File: src/rtl/pkq_pkg.sv
package pkq_pkg;

  // tracker state
  typedef enum logic {
    TRK_IDLE = 1'b0,
    TRK_LIVE = 1'b1
  } trk_state_e;

  // smoother length code width; lengths are 2 << code
  localparam int unsigned MA_SEL_W = 2;
  localparam int unsigned MA_TAPS  = 2 << ((1 << MA_SEL_W) - 1);

endpackage

File: src/rtl/pkq_baseline.sv
module pkq_baseline #(
  parameter int unsigned W   = 12,
  parameter int unsigned BLS = 4
) (
  input  logic                clk,
  input  logic                rst_n,
  input  logic signed [W-1:0] x,
  input  logic                auto_en,
  input  logic signed [W-1:0] ofs,
  output logic signed [W:0]   cor
);

  localparam int unsigned AW = W + BLS + 1;

  logic signed [AW-1:0] acc_q, acc_d, x_ext;
  logic signed [W:0]    base, cor_d, cor_q;

  // next state
  always_comb begin
    x_ext = {{(BLS + 1){x[W-1]}}, x};
    acc_d = acc_q + x_ext - (acc_q >>> BLS);
    if (auto_en) base = acc_q[W+BLS:BLS];
    else         base = {ofs[W-1], ofs};
    cor_d = {x[W-1], x} - base;
  end

  // registers
  always_ff @(posedge clk or negedge rst_n) begin
    if (!rst_n) begin
      acc_q <= '0;
      cor_q <= '0;
    end else begin
      acc_q <= acc_d;
      cor_q <= cor_d;
    end
  end

  assign cor = cor_q;

endmodule

File: src/rtl/pkq_smooth.sv
module pkq_smooth
  import pkq_pkg::*;
#(
  parameter int unsigned DW = 13
) (
  input  logic                clk,
  input  logic                rst_n,
  input  logic signed [DW-1:0] din,
  input  logic                en,
  input  logic [MA_SEL_W-1:0] len_sel,
  output logic signed [DW-1:0] dout
);

  localparam int unsigned TAPS = MA_TAPS;
  localparam int unsigned SW   = DW + $clog2(TAPS);
  localparam int unsigned NSEL = 1 << MA_SEL_W;

  logic signed [DW-1:0] tap_q [TAPS];
  logic signed [DW-1:0] tap_d [TAPS];
  logic signed [SW-1:0] sum_q, sum_d, din_x, tail_x;
  logic signed [DW-1:0] tail, dout_d, dout_q;
  logic [MA_SEL_W-1:0]  len_q;
  logic                 clr;

  // next state
  always_comb begin
    clr  = (len_sel != len_q);
    tail = '0;
    for (int k = 0; k < int'(NSEL); k++) begin
      if (len_sel == MA_SEL_W'(k)) tail = tap_q[(2 << k) - 1];
    end
    din_x  = {{(SW - DW){din[DW-1]}}, din};
    tail_x = {{(SW - DW){tail[DW-1]}}, tail};
    sum_d  = sum_q + din_x - tail_x;
    dout_d = din;
    if (en) begin
      for (int k = 0; k < int'(NSEL); k++) begin
        if (len_sel == MA_SEL_W'(k)) dout_d = DW'(sum_d >>> (k + 1));
      end
    end
    tap_d[0] = din;
    for (int k = 1; k < int'(TAPS); k++) tap_d[k] = tap_q[k-1];
    if (clr) begin
      sum_d  = '0;
      dout_d = '0;
      for (int k = 0; k < int'(TAPS); k++) tap_d[k] = '0;
    end
  end

  // registers
  always_ff @(posedge clk or negedge rst_n) begin
    if (!rst_n) begin
      sum_q  <= '0;
      dout_q <= '0;
      len_q  <= '0;
      for (int k = 0; k < int'(TAPS); k++) tap_q[k] <= '0;
    end else begin
      sum_q  <= sum_d;
      dout_q <= dout_d;
      len_q  <= len_sel;
      for (int k = 0; k < int'(TAPS); k++) tap_q[k] <= tap_d[k];
    end
  end

  assign dout = dout_q;

endmodule

File: src/rtl/pkq_tracker.sv
module pkq_tracker
  import pkq_pkg::*;
#(
  parameter int unsigned DW = 13,
  parameter int unsigned HW = 12,
  parameter int unsigned CW = 8
) (
  input  logic                 clk,
  input  logic                 rst_n,
  input  logic signed [DW-1:0] f,
  input  logic signed [DW-1:0] thr,
  input  logic signed [DW-1:0] pk_min,
  input  logic [HW-1:0]        hyst,
  input  logic [CW-1:0]        wmin,
  input  logic [CW-1:0]        wmax,
  input  logic                 rej,
  output logic                 vld,
  output logic signed [DW-1:0] amp,
  output logic                 pu,
  output logic [CW-1:0]        wid
);

  trk_state_e           st_q, st_d;
  logic signed [DW-1:0] pk_q, pk_d, lo_q, lo_d, amp_q;
  logic [CW-1:0]        w_q, w_d, w_inc, wid_q;
  logic                 pu_q, pu_d, pux_q;
  logic                 vld_d, vld_q, load;
  logic                 above, bump, qual;
  logic signed [DW:0]   rise, hyst_x;

  // next state
  always_comb begin
    above  = (f >= thr);
    rise   = {f[DW-1], f} - {lo_q[DW-1], lo_q};
    hyst_x = {{(DW + 1 - HW){1'b0}}, hyst};
    bump   = (lo_q < pk_q) && (rise > hyst_x);
    w_inc  = (&w_q) ? w_q : w_q + 1'b1;
    qual   = (pk_q >= pk_min) && (w_q >= wmin) && (w_q <= wmax) && !(pu_q && rej);
    st_d   = st_q;
    pk_d   = pk_q;
    lo_d   = lo_q;
    w_d    = w_q;
    pu_d   = pu_q;
    vld_d  = 1'b0;
    load   = 1'b0;
    case (st_q)
      TRK_IDLE: begin
        if (above) begin
          st_d = TRK_LIVE;
          pk_d = f;
          lo_d = f;
          w_d  = CW'(1);
          pu_d = 1'b0;
        end
      end
      TRK_LIVE: begin
        if (above) begin
          w_d = w_inc;
          if (bump) pu_d = 1'b1;
          if (f > pk_q) begin
            pk_d = f;
            lo_d = f;
          end else if (f < lo_q) begin
            lo_d = f;
          end
        end else begin
          st_d = TRK_IDLE;
          if (qual) begin
            vld_d = 1'b1;
            load  = 1'b1;
          end
        end
      end
      default: st_d = TRK_IDLE;
    endcase
  end

  // registers
  always_ff @(posedge clk or negedge rst_n) begin
    if (!rst_n) begin
      st_q  <= TRK_IDLE;
      pk_q  <= '0;
      lo_q  <= '0;
      w_q   <= '0;
      pu_q  <= 1'b0;
      vld_q <= 1'b0;
      amp_q <= '0;
      pux_q <= 1'b0;
      wid_q <= '0;
    end else begin
      st_q  <= st_d;
      pk_q  <= pk_d;
      lo_q  <= lo_d;
      w_q   <= w_d;
      pu_q  <= pu_d;
      vld_q <= vld_d;
      if (load) begin
        amp_q <= pk_q;
        pux_q <= pu_q;
        wid_q <= w_q;
      end
    end
  end

  assign vld = vld_q;
  assign amp = amp_q;
  assign pu  = pux_q;
  assign wid = wid_q;

endmodule

File: src/rtl/pulse_peak_qual.sv
module pulse_peak_qual
  import pkq_pkg::*;
#(
  parameter int unsigned W        = 12,
  parameter int unsigned BL_SHIFT = 4,
  parameter int unsigned CW       = 8
) (
  input  logic                clk,
  input  logic                rst_n,
  input  logic signed [W-1:0] adc_in,
  input  logic                bl_auto,
  input  logic signed [W-1:0] bl_ofs,
  input  logic                ma_en,
  input  logic [1:0]          ma_len,
  input  logic signed [W:0]   thr,
  input  logic signed [W:0]   pk_floor,
  input  logic [W-1:0]        hyst,
  input  logic [CW-1:0]       wid_min,
  input  logic [CW-1:0]       wid_max,
  input  logic                pu_reject,
  output logic                pk_vld,
  output logic signed [W:0]   pk_amp,
  output logic                pk_pileup,
  output logic [CW-1:0]       pk_width
);

  localparam int unsigned DW = W + 1;

  logic [1:0]           rs_q;
  logic                 rst_i_n;
  logic signed [DW-1:0] cor, filt;

  // reset: asserted asynchronously, released after two clocks
  always_ff @(posedge clk or negedge rst_n) begin
    if (!rst_n) rs_q <= 2'b00;
    else        rs_q <= {rs_q[0], 1'b1};
  end
  assign rst_i_n = rs_q[1];

  pkq_baseline #(.W(W), .BLS(BL_SHIFT)) u_base (
    .clk     (clk),
    .rst_n   (rst_i_n),
    .x       (adc_in),
    .auto_en (bl_auto),
    .ofs     (bl_ofs),
    .cor     (cor)
  );

  pkq_smooth #(.DW(DW)) u_smooth (
    .clk     (clk),
    .rst_n   (rst_i_n),
    .din     (cor),
    .en      (ma_en),
    .len_sel (ma_len),
    .dout    (filt)
  );

  pkq_tracker #(.DW(DW), .HW(W), .CW(CW)) u_trk (
    .clk    (clk),
    .rst_n  (rst_i_n),
    .f      (filt),
    .thr    (thr),
    .pk_min (pk_floor),
    .hyst   (hyst),
    .wmin   (wid_min),
    .wmax   (wid_max),
    .rej    (pu_reject),
    .vld    (pk_vld),
    .amp    (pk_amp),
    .pu     (pk_pileup),
    .wid    (pk_width)
  );

endmodule

File: config.mk
export PLATFORM = sky130hd
export DESIGN_NAME = pulse_peak_qual
export DESIGN_NICKNAME = d
export VERILOG_FILES = /design/src/rtl/pkq_pkg.sv /design/src/rtl/pkq_baseline.sv /design/src/rtl/pkq_smooth.sv /design/src/rtl/pkq_tracker.sv /design/src/rtl/pulse_peak_qual.sv
export SDC_FILE = /design/constraint.sdc
export NUM_CORES = 1
export LEC_CHECK = 0
export ABC_AREA = 1
export BUFFER_PORTS_ARGS = -buffer_cell sky130_fd_sc_hd__buf_2
export CAP_MARGIN = 20
export CORE_ASPECT_RATIO = 0.9
export CORE_MARGIN = 1
export CORE_UTILIZATION = 56
export DETAILED_ROUTE_END_ITERATION = 6
export PLACE_DENSITY = 0.73
export SKIP_CTS_REPAIR_TIMING = 1
export SYNTH_ARGS = -nofsm -noshare
export SYNTH_HDL_FRONTEND = slang
export SYNTH_SLANG_ARGS = --single-unit
File: constraint.sdc
create_clock -name clk -period 10 [get_ports clk]
set_clock_uncertainty 0.15 [all_clocks]
set_input_delay 1 -clock clk [delete_from_list [all_inputs] [get_ports clk]]
set_output_delay 1 -clock clk [all_outputs]
set_load 0.05 [all_outputs]
==> Word level (Yosys, flattened, before mapping) <==
Index checks and enable logic that the tools add are counted.
{ "word_totals": {"output_inout_bits": 23, "inputBits": 85, "word_cells": 102, "reg_bits": 331} }
{ "op_classes": {"reduce_logical": 12, "eq_ne": 10, "n_bitwise": 1, "n_mux": 33, "order_cmp": 8, "n_addsub": 7} }
{ "op_table": {"columns": ["operator", "n"], "rows": [
  ["13-bit 2-to-1 mux", 17],
  ["208-bit 2-to-1 mux", 1],
  ["13-bit case mux with 2 select lines", 2],
  ["17-bit by 13-bit subtractor with 17-bit output", 2],
  ["13-bit >= comparator", 2],
  ["13-bit < comparator", 2],
  ["8-bit 2-to-1 mux", 3],
  ["17-bit by 12-bit adder with 17-bit output", 1],
  ["17-bit by 13-bit adder with 17-bit output", 1],
  ["17-bit 2-to-1 mux", 1],
  ["8-bit case mux with 2 select lines", 1],
  ["14-bit by 13-bit greater-than comparator with 1-bit output", 1],
  ["13-bit by 13-bit subtractor with 14-bit output", 1],
  ["13-bit greater-than comparator", 1],
  ["13-bit subtractor", 1],
  ["3-bit AND reduction", 4],
  ["8-bit by 1-bit adder with 8-bit output, second input constant", 1],
  ["8-bit >= comparator", 1],
  ["8-bit less-or-equal comparator", 1],
  ["2-bit inequality test, second input constant", 4],
  ["8-bit AND reduction", 1],
  ["1-bit 2-to-1 mux", 7],
  ["1-bit logical AND", 5],
  ["2-bit equality test, second input constant", 2],
  ["8 further kinds", 8]
]} }

==> Longest topological paths before layout <==
Gate-level depths: netlist (run 1).
{ "logic_depth": {"depth_word": 12, "mapped_depth": 23, "ltp_nobuf": 23} }

==> Cells and area by module <==
A second synthesis (run 1) with hierarchy kept.
{ "hier_totals": {"cells_unflattened": 2300, "hier_area_um2": 18535.3} }
{ "modules_own_cells": {"columns": ["module", "cells_per_inst", "area_each_um2", "seq_area_each_um2", "instances"], "rows": [
  ["pkq_smooth", 1109, 10032.1, 6005.8, 1],
  ["pkq_tracker", 727, 5311.3, 1476.4, 1],
  ["pkq_baseline", 461, 3138.0, 750.7, 1],
  ["pulse_peak_qual", 3, 53.8, 50.0, 1]
]} }

==> Worst setup path before layout (run 1) <==
No wires, ideal clock.
{ "synth_path": {"kind": "input -> register", "from": "in ma_len[0]", "to": "reg u_smooth.dout_q[12] (netlist: u_smooth.dout[12])", "stages": 22, "arrival_time_ns": 3.892, "setup_slack_ns": 5.826, "cell_sequence": "buf_2 > nor2_1 > clkbuf_1 > inv_1 > clkbuf_1 > o22ai_1 > o21ai_0 > inv_1 > fa_1 > fa_1 > nand3_1 > nand2_1 > nand2_1 > nand2_1 > nand2_1 > nand2_1 > nand2_1 > nand3_1 > nand2_1 > inv_1 > nand3_1 > a21oi_1"} }
{ "synth_between": {"elab_chain_cells": 12} }
{ "synth_rtl": {"columns": ["item", "line_no", "source"], "rows": [
  ["from (decl)", "pulse_peak_qual.sv:14", "input logic [1:0] ma_len,"],
  ["2-bit zero test", "pkq_smooth.sv:30, pkq_smooth.sv:38", null],
  ["13-bit 2-to-1 mux (4 in a row)", "pkq_smooth.sv:30", "if (len_sel == MA_SEL_W'(k)) tail = tap_q[(2 << k) - 1];"],
  ["17-bit by 13-bit subtractor with 17-bit output", "pkq_smooth.sv:34", "sum_d = sum_q + din_x - tail_x;"],
  ["13-bit 2-to-1 mux (4 in a row)", "pkq_smooth.sv:38", "if (len_sel == MA_SEL_W'(k)) dout_d = DW'(sum_d >>> (k + 1));"],
  ["13-bit 2-to-1 mux", "pkq_smooth.sv:36", "if (en) begin"],
  ["13-bit 2-to-1 mux *", "pkq_smooth.sv:43", "if (clr) begin"],
  ["named net u_smooth.dout_d[12]", "pkq_smooth.sv:21", "logic signed [DW-1:0] tail, dout_d, dout_q;"],
  ["to (signal assigned)", "pkq_smooth.sv:59", "dout_q <= dout_d;"],
  ["to (decl)", "pkq_smooth.sv:21", null]
]} }
The timed path passes the listed nets; every way through them passes the cells marked *.
A chain may end at the register's enable or synchronous reset.

==> Worst setup path after layout (run 1) <==
{ "layout_path": {"from": "in ma_len[1]", "to": "reg u_smooth.dout_q[12] (netlist: u_smooth.dout[12])"} }
Same word-level chain as after synthesis.

==> results of run 1 <==
==> sequential cells by signal, indices dropped and copies added (netlist names) <==
name            flops
u_smooth.tap_q    208
u_base.acc_q       17
u_smooth.sum_q     17
u_base.cor         13
u_smooth.dout      13
u_trk.amp          13
u_trk.lo_q         13
u_trk.pk_q         13
u_trk.w_q           8
u_trk.wid           8
rs_q                2
u_smooth.len_q      2
u_trk.pu            1
u_trk.pu_q          1
u_trk.st_q          1
u_trk.vld           1
==> worst max path at each step <==
stage / from / endpoint / slack, ps
2_1_floorplan: rs_q[1] / u_base.acc_q[0] / 4440
3_3_place_gp: ma_len[1] / u_smooth.dout[12] / 4610
3_5_place_dp: ma_len[1] / u_smooth.dout[12] / 4760
4_1_cts: ma_len[1] / u_smooth.dout[11] / 5260
5_1_grt: ma_len[1] / u_smooth.dout[11] / 4790
6_report: ma_len[1] / u_smooth.dout[12] / 5150
==> final cells by class <==
cell class | instances | area (um^2)
inverter | 475 | 1780
tap | 409 | 512
clock buffer | 49 | 988
fill | 2617 | 11300
timing repair buffer | 112 | 586
sequential | 331 | 8290
multi-input combinational | 1246 | 7480
clock inverter | 10 | 160
==> through the flow <==
stage	instance area, um^2	util	total power (W)	instances
6_report	19800	0.637	0.00642	2632
3_3_place_gp	18600	0.600	0.00502	2573
5_1_grt	19800	0.637	0.00697	2632
3_5_place_dp	18600	0.600	0.00508	2573
2_1_floorplan	17800	-	0.00422	2102
4_1_cts	19800	0.637	0.00643	2632
==> power groups by stage <==
stage | combinational, W | clock (W) | sequential (W)
finish | 0.00339 | 0.00131 | 0.00172
global route | 0.00385 | 0.00139 | 0.00173
CTS | 0.00338 | 0.00134 | 0.00171
detailed placement | 0.00335 | 0 | 0.00174
global placement | 0.00329 | 0 | 0.00173
floorplan | 0.00249 | 0 | 0.00172
==> synth_stat cells (13+ instances only) <==
cell                       count
sky130_fd_sc_hd__a21oi_1     118
sky130_fd_sc_hd__buf_2        22
sky130_fd_sc_hd__clkbuf_1     27
sky130_fd_sc_hd__dfrtp_1     331
sky130_fd_sc_hd__fa_1         34
sky130_fd_sc_hd__ha_1        141
sky130_fd_sc_hd__inv_1       473
sky130_fd_sc_hd__nand2_1     311
sky130_fd_sc_hd__nand3_1      59
sky130_fd_sc_hd__nand4_1      33
sky130_fd_sc_hd__nor2_1      284
sky130_fd_sc_hd__nor3_1       13
sky130_fd_sc_hd__o21ai_0      88
sky130_fd_sc_hd__o21ai_1      37
sky130_fd_sc_hd__o22ai_1      15
sky130_fd_sc_hd__xnor2_1      19
sky130_fd_sc_hd__xor2_1       28
==> per-layer routing <==
metal  GRT usage  wire length, um  vias up
li1            -                -     6679
met1       0.348            18500     6278
met2       0.427            18800      351
met3      0.0345             1920       85
met4      0.0877             1150        2
met5           0               13        -
==> kinds of logic (layout without fill, tap and decap cells) <==
logic type / after synthesis / after routing
buffers and inverters: 525 / 646
AND/OR/NAND/NOR: 730 / 730
XOR/XNOR: 47 / 47
adder cells (fa/ha/maj): 175 / 175
AO/OA/AOI/OAI: 293 / 293
other: 1 / 1
flip-flops: 331 / 331
==> placed cells by master, fill, tap and decap left out, types with 8 or more instances in the layout <==
| master | count |
|---|---|
| sky130_fd_sc_hd__a21oi_1 | 118 |
| sky130_fd_sc_hd__and2_1 | 8 |
| sky130_fd_sc_hd__buf_2 | 107 |
| sky130_fd_sc_hd__clkbuf_1 | 8 |
| sky130_fd_sc_hd__clkbuf_16 | 35 |
| sky130_fd_sc_hd__dfrtp_1 | 330 |
| sky130_fd_sc_hd__fa_1 | 34 |
| sky130_fd_sc_hd__ha_1 | 141 |
| sky130_fd_sc_hd__inv_1 | 473 |
| sky130_fd_sc_hd__nand2_1 | 310 |
| sky130_fd_sc_hd__nand3_1 | 59 |
| sky130_fd_sc_hd__nand3b_1 | 8 |
| sky130_fd_sc_hd__nand4_1 | 33 |
| sky130_fd_sc_hd__nor2_1 | 284 |
| sky130_fd_sc_hd__nor3_1 | 13 |
| sky130_fd_sc_hd__o21ai_0 | 88 |
| sky130_fd_sc_hd__o21ai_1 | 37 |
| sky130_fd_sc_hd__o22ai_1 | 15 |
| sky130_fd_sc_hd__xnor2_1 | 19 |
| sky130_fd_sc_hd__xor2_1 | 28 |
==> results, run 1 <==
- The dominant combinational cell family by area after synthesis is simple AND/OR/NAND/NOR gates.
- The kind of cell adding the most delay to the critical path is simple AND/OR/NAND/NOR gates.
- The most used flip-flop cell after synthesis is sky130_fd_sc_hd__dfrtp_1.
- The type of the most critical hold path is input pin to async pin.
- Setup repair after global routing left no endpoint under its margin.
- The normalized max-slew margin is 0.348.
- The area growth from synthesis to layout is 11.5%.
- Prior to clock tree synthesis, the placed netlist has a worst setup slack of 4760 ps.
- The global placer's final weighted congestion is 0.951.
- The synthesized-area fraction occupied by ao, oa, aoi and oai cells is 0.0889.
- CTS placed an instance of sky130_fd_sc_hd__clkbuf_16 at the clock tree root.
- The clock network power share is 0.204.
- The run finished with clean final reports.
- The detailed-placement wirelength estimate is 29300 um.
- Counting buffers and inverters, the worst setup path is 18 cells deep.
- On the critical path, the stage with the largest delay is an instance of sky130_fd_sc_hd__nor2_1.
- Global routing finished with a remaining overflow of 0.
- The internal portion of the total power is 0.00350 W.
- The critical setup path kind is input pin to register.
- The worst hold margin is 114 ps.
- The kind of launch point of the worst setup path is an input pin.
- The die outline area is 32400 um^2.
- The count of input and output buffers is 107.
- Clock latency on the worst-skew pair, taken at its later pin, is 510 ps.
- The combinational share of power is 0.529.
- The number of cell rows is 61.
- The hold violation total from the final report came to 0.
- The number of antenna diodes in the final layout is 0.
- Of the total power, the share spent switching nets is 0.455.
- The routed length per placed instance is 15.4 um.
- The total length of routed wires is 40400 um.
- The final route contains 13400 vias.
- At the pin with the least slew margin, the transition time is 978 ps.
- Of the available clock period, the critical path in the final layout requires 0.485.
- Setup slack on the worst reg-to-reg path comes out at 6450 ps.
- The aggregate global-route resource usage is 0.257.
- At the worst endpoint, the required time is 10270 ps.
- After clock tree synthesis, the clock-pin slew on the worst setup and hold paths is 60 ps.
- The static leakage power is 10.2 nW.
- The tree built by TritonCTS fans out to 331 sinks.
- No sink is reached through more buffers than the 3 on the longest clock path.
- In the routed design, unresolved DRC markers number 0.
- The nature of the critical path endpoint is a register.
- The portion of synthesized area spent on multiplexers is 0.
- By area the synthesized netlist is led by sky130_fd_sc_hd__dfrtp_1 47%, sky130_fd_sc_hd__inv_1 10%, sky130_fd_sc_hd__ha_1 9.9%.
- The data arrival time at the worst-slack endpoint is 5120 ps.
- In the final design database the tool counted 2461 nets.
- The TritonCTS clock tree is built.
- Measured along the x axis, the die boundary spans 190 um.
- The worst reg2reg path startpoint is u_smooth.dout[2].
- In the final layout, the share of cells above drive strength 1 is 0.0792.
- The proportion of synthesized flip-flops having asynchronous set or reset is 1.00.
- The parity-gate share of the synthesized area counting xor and xnor cells is 0.0232.
- The number of max-slew violations in the final report was 0.
- The initial standard-cell utilization of the core is 0.572.
- During synthesis, Yosys emitted a total of 0 warnings.
- The number of antenna violations at the first check in global routing is 1.
- The number of vias per cell is 5.09.
- The adder and majority gate portion of the synthesized area is 0.138.
- Of the total power, registers draw 0.267.
- The total area inside the core boundary comes to 31100 um^2.
- The number of top-level pins is 108.
- The first routing iteration left 1010 violations.
- The number of cells on the worst reg-to-reg path is 19.
- The portion of synthesized cell area occupied by the leading cell type is 0.466.
- The first detailed-routing pass took 5 iterations.
- The power density over cell area is 324 nW/um^2.
- The synthesized netlist contains 43 unique library cells.
- The maximum level of the CTS H-tree is 2.
- The shortest period the worst path allows is 4850 ps.
- The peak ir drop on the vdd network is 0.276 mV.
- The portion of the post-synthesis area used by sequential elements is 0.466.
- Summed over all instances, the cell type with the most area after synthesis is sky130_fd_sc_hd__dfrtp_1.
- The peak per-stage delay on the critical path is 770 ps.
- The count of nets left with antenna violations once routing finished came out at 0.
- The number of flops mapped to enable cells by yosys is 0.
- The worst setup slack after layout is 5150 ps.
- Entering global routing, the biggest net connects 184 pins.
- The mapped cell area is 17800 um^2.
- TritonCTS created 35 clock buffers.
- The largest fanout of any net on the critical path is 14.
- The highest attainable clock frequency is 206 MHz.
- The total negative slack is 0 ps.
- Setup violations remaining at the end of the flow were counted as 0.
- The number of standard cells after synthesis is 2102.
- The switching component of the power is 0.00292 W.
- Max-cap violations in this run came to 0.
- The number of storage elements in the synthesis netlist is 331.
- The endpoint of the most critical register-to-register path is u_trk.pu_q.
- The average instance in the mapped netlist occupies 8.45 um^2.
- Synthesis produced a netlist with a net count of 2362.
- Counting both buffers and inverters, the worst setup path holds a total of 4.
- The number of global-route vias before repair is 13200.
- The most numerous cell type found on the critical path is sky130_fd_sc_hd__nand3_1.
- The critical path goes through buf_2 -> inv_1 -> nor2_1 -> nand2_1 -> nand3_1 -> nor2b_1 -> fa_1 -> inv_1 -> ha_1 -> a21oi_1 -> o21ai_0 -> a21oi_1 -> nand3_1 -> nand3_1 -> nand2_1 -> inv_1 -> nand3_1 -> a21oi_1.
- The simple-gate area share of the yosys netlist is 0.171.
- From bottom edge to top edge, the die measures 171 um.
- The first-pass GRT wire length is 65600 um.
(Power assumes the default switching activity.)
==> inputs of run 2 (changes only) <==
==> constraint.sdc (replaced) <==
create_clock -name clk -period 3.9 [get_ports clk]
set_clock_uncertainty 0.15 [all_clocks]
set_input_delay 0.39 -clock clk [delete_from_list [all_inputs] [get_ports clk]]
set_output_delay 0.39 -clock clk [all_outputs]
set_load 0.05 [all_outputs]
==> run 2 against run 1 <==
Sequential power grew to 2.6 times the previous value. Clock power rose to 2.6 times the previous value. Final area up 2.0%. Largest cell class unchanged.
==> results, run 2 (synthesized netlist as in run 1, its figures left out) <==
- The cell area after layout is 20200 um^2 (+2.0%).
- The data arrival time at the worst-slack endpoint is 3860 ps (-1260 ps).
- The number of cell rows is 61 (unchanged).
- Setup repair after global routing left no endpoint under its margin.
- The critical path goes through ha_1 -> a21oi_1 -> o21ai_0 -> nor2_1 -> o21bai_1 -> a21oi_1 -> xor2_1 -> ha_1 -> a21oi_1 -> o21a_1 -> nand2_1 -> nand2_1 -> nand2_1 -> nand2_1 -> nand2_1 -> nand2_1 -> nand2_1 -> nand2_1 -> a21oi_1.
- The peak ir drop on the vdd network came to 0.642 mV (+130%).
- The flip-flop count of the largest register after layout came to 208 (unchanged).
- The clock transition at the registers of the reported paths is 60 ps (about the same).
- The detailed-placement wirelength estimate is 30000 um (+2.3%).
- The peak per-stage delay on the critical path came to 530 ps (-240 ps).
- The area of the core region was 31100 um^2 (unchanged).
- The number of antenna violations at the first check in global routing is 0 (-1).
- The fraction of layout cells with a size suffix above 1 is 0.0909 (+0.0117).
- The worst setup path is of the register to register kind.
- The total length of routed wires came to 41000 um (+1.4%).
- The routed via count is 13700 (+2.1%).
- The hold violation total from the final report is 0 (unchanged).
- The die extent in y came to 171 um (unchanged).
- The number of max-slew violations in the final report is 0 (unchanged).
- The number of fillers in the final layout is 2623 (+0.23%).
- The power density over cell area was 821 nW/um^2 (+150%).
- The number of optimization iterations in the first detailed-route pass is 5 (unchanged).
- The register with the most flip-flops in the final layout is u_smooth.tap_q.
- Based on the critical path, the design can be clocked at up to 277 MHz.
- Counting I/O delays and the setup requirement, the final critical path takes 3610 ps.
- The first-pass GRT wire length is 67600 um (+3.1%).
- The type of the most critical hold path is input pin to async pin.
- The library cell used most frequently in the layout, excluding fill and tap cells, is sky130_fd_sc_hd__inv_1.
- The number of top-level pins came to 108 (unchanged).
- The count of nets after finishing is 2489 (+1.1%).
- The number of vias per cell was 5.13 (+0.83%).
- The maximum number of pins on one net before global-route repair is 142 (-23%).
- The kind of cell adding the most delay to the critical path is compound AO/OA/AOI/OAI gates.
- The most numerous cell type found on the critical path is sky130_fd_sc_hd__nand2_1.
- The CTS buffer count came to 36 (+2.9%).
- The global placer's final weighted congestion is 0.938 (-1.3%).
- The count of input and output buffers came to 107 (unchanged).
- The remaining global-route overflow is 0 (unchanged).
- The maximum level of the CTS H-tree is 2 (unchanged).
- The run finished with clean final reports.
- The number of buffers on the longest clock path came to 3 (unchanged).
- The remaining routing DRC violations is 0 (unchanged).
- The number of routed nets with antenna violations is 0 (unchanged).
- The initial standard-cell utilization of the core is 0.572 (unchanged).
- The tree is rooted in a sky130_fd_sc_hd__clkbuf_16.
- The TritonCTS clock tree is built.
- The die outline area is 32400 um^2 (unchanged).
- The max-capacitance violation count is 0 (unchanged).
- The normalized max-slew margin is 0.471 (+0.123).
- The largest registers in the layout are u_smooth.tap_q (208), u_base.acc_q (17), u_smooth.sum_q (17).
- The total routed wire length on the met1 layer is 18300 um (-1.5%).
- The number of sinks handled by clock tree synthesis is 331 (unchanged).
- The width of the die is 190 um (unchanged).
- The met3 wire length is 2170 um (+13%).
- The slew at the pin closest to its max-slew limit is 793 ps (-185 ps).
- The kind of launch point of the worst setup path is a register.
- The final total power is 0.0166 W (+160%).
- The clock latency on the worst-skew pair is 520 ps (about the same).
- The worst setup path is captured at a register.
- In the layout the commonest cells are 473 x sky130_fd_sc_hd__inv_1, 330 x sky130_fd_sc_hd__dfrtp_1, 310 x sky130_fd_sc_hd__nand2_1.
- The critical path data required time was 4150 ps (-6120 ps).
- The layout overhead on the synthesized area is 13.7%.
- The static leakage power came to 10.4 nW (+1.9%).
- For this design, the slowest cell found on the critical path is sky130_fd_sc_hd__dfrtp_1.
- The DRC marker count from the first detailed-route iteration came to 1007 (-0.30%).
- The sum of buffers and inverters on the critical path is 0 (-4).
- Of the available clock period, the critical path in the final layout requires 0.926.
- The number of inserted diodes came to 0 (unchanged).
- The met2 routed wirelength is 19400 um (+3.5%).
- The number of global-route vias before repair was 13600 (+3.4%).
- The routed length per placed instance came to 15.4 um (+0.17%).
- The number of endpoints failing setup at the final stage is 0 (unchanged).
- The aggregate global-route resource usage is 0.263 (+0.00562).
- The largest fanout of any net on the critical path is 5 (-9).
- Routed signal wires occupy layers up through met4.
- The post-placement cell area came to 18900 um^2 (+1.3%).
- The total negative slack is 0 ps (unchanged).
run 2: cell type report:
class / instances / area, um^2 / share of cell area
clock buffers: 53 / 1070 / 0.0529
multi-input cells: 1246 / 7490 / 0.371
clock inverters: 11 / 150 / 0.00744
repair buffers: 139 / 891 / 0.0441
flip-flops and latches: 331 / 8290 / 0.411
inverters: 475 / 1780 / 0.0884
well taps: 409 / 512 / 0.0254
run 2: power breakdown:
part | switching (W) | total, W | internal (W)
combinational | 0.00559 | 0.00871 | 0.00312
clock | 0.00136 | 0.00347 | 0.00210
sequential | 0.000472 | 0.00439 | 0.00392
run 2: layer usage:
layer	up-vias	global-route usage
met5	-	0
met4	0	0.0789
met3	76	0.0373
met2	393	0.442
met1	6448	0.353
li1	6753	-
run 2: worst paths after layout:
path / start / endpoint / slack [ps] / cells past startpoint
worst min-delay path: rst_n / rs_q[0] / 30 / 2
min in group clk: ma_len[1] / u_smooth.len_q[1] / 130 / 2
worst max register to register: u_smooth.dout[4] / u_trk.pu_q / 290 / 19
max in group asynchronous: rs_q[1] / u_trk.pk_q[5] / 2450 / 2
worst max-delay path: u_smooth.dout[4] / u_trk.pu_q / 290 / 19
worst min register to register: rs_q[1] / u_smooth.tap_q[29] / 130 / 0
run 2: per-stage QoR:
| stage | instances | setup WS, ps | hold slack [ps] | utilization |
|---|---|---|---|---|
| floorplan | 2102 | 336 | -55.6 | - |
| global placement | 2596 | 109 | 26.3 | 0.608 |
| detailed placement | 2596 | 140 | 26.8 | 0.608 |
| CTS | 2660 | 308 | -514 | 0.647 |
| global route | 2664 | 20.0 | 45.3 | 0.650 |
| finish | 2664 | 290 | 31.2 | 0.650 |
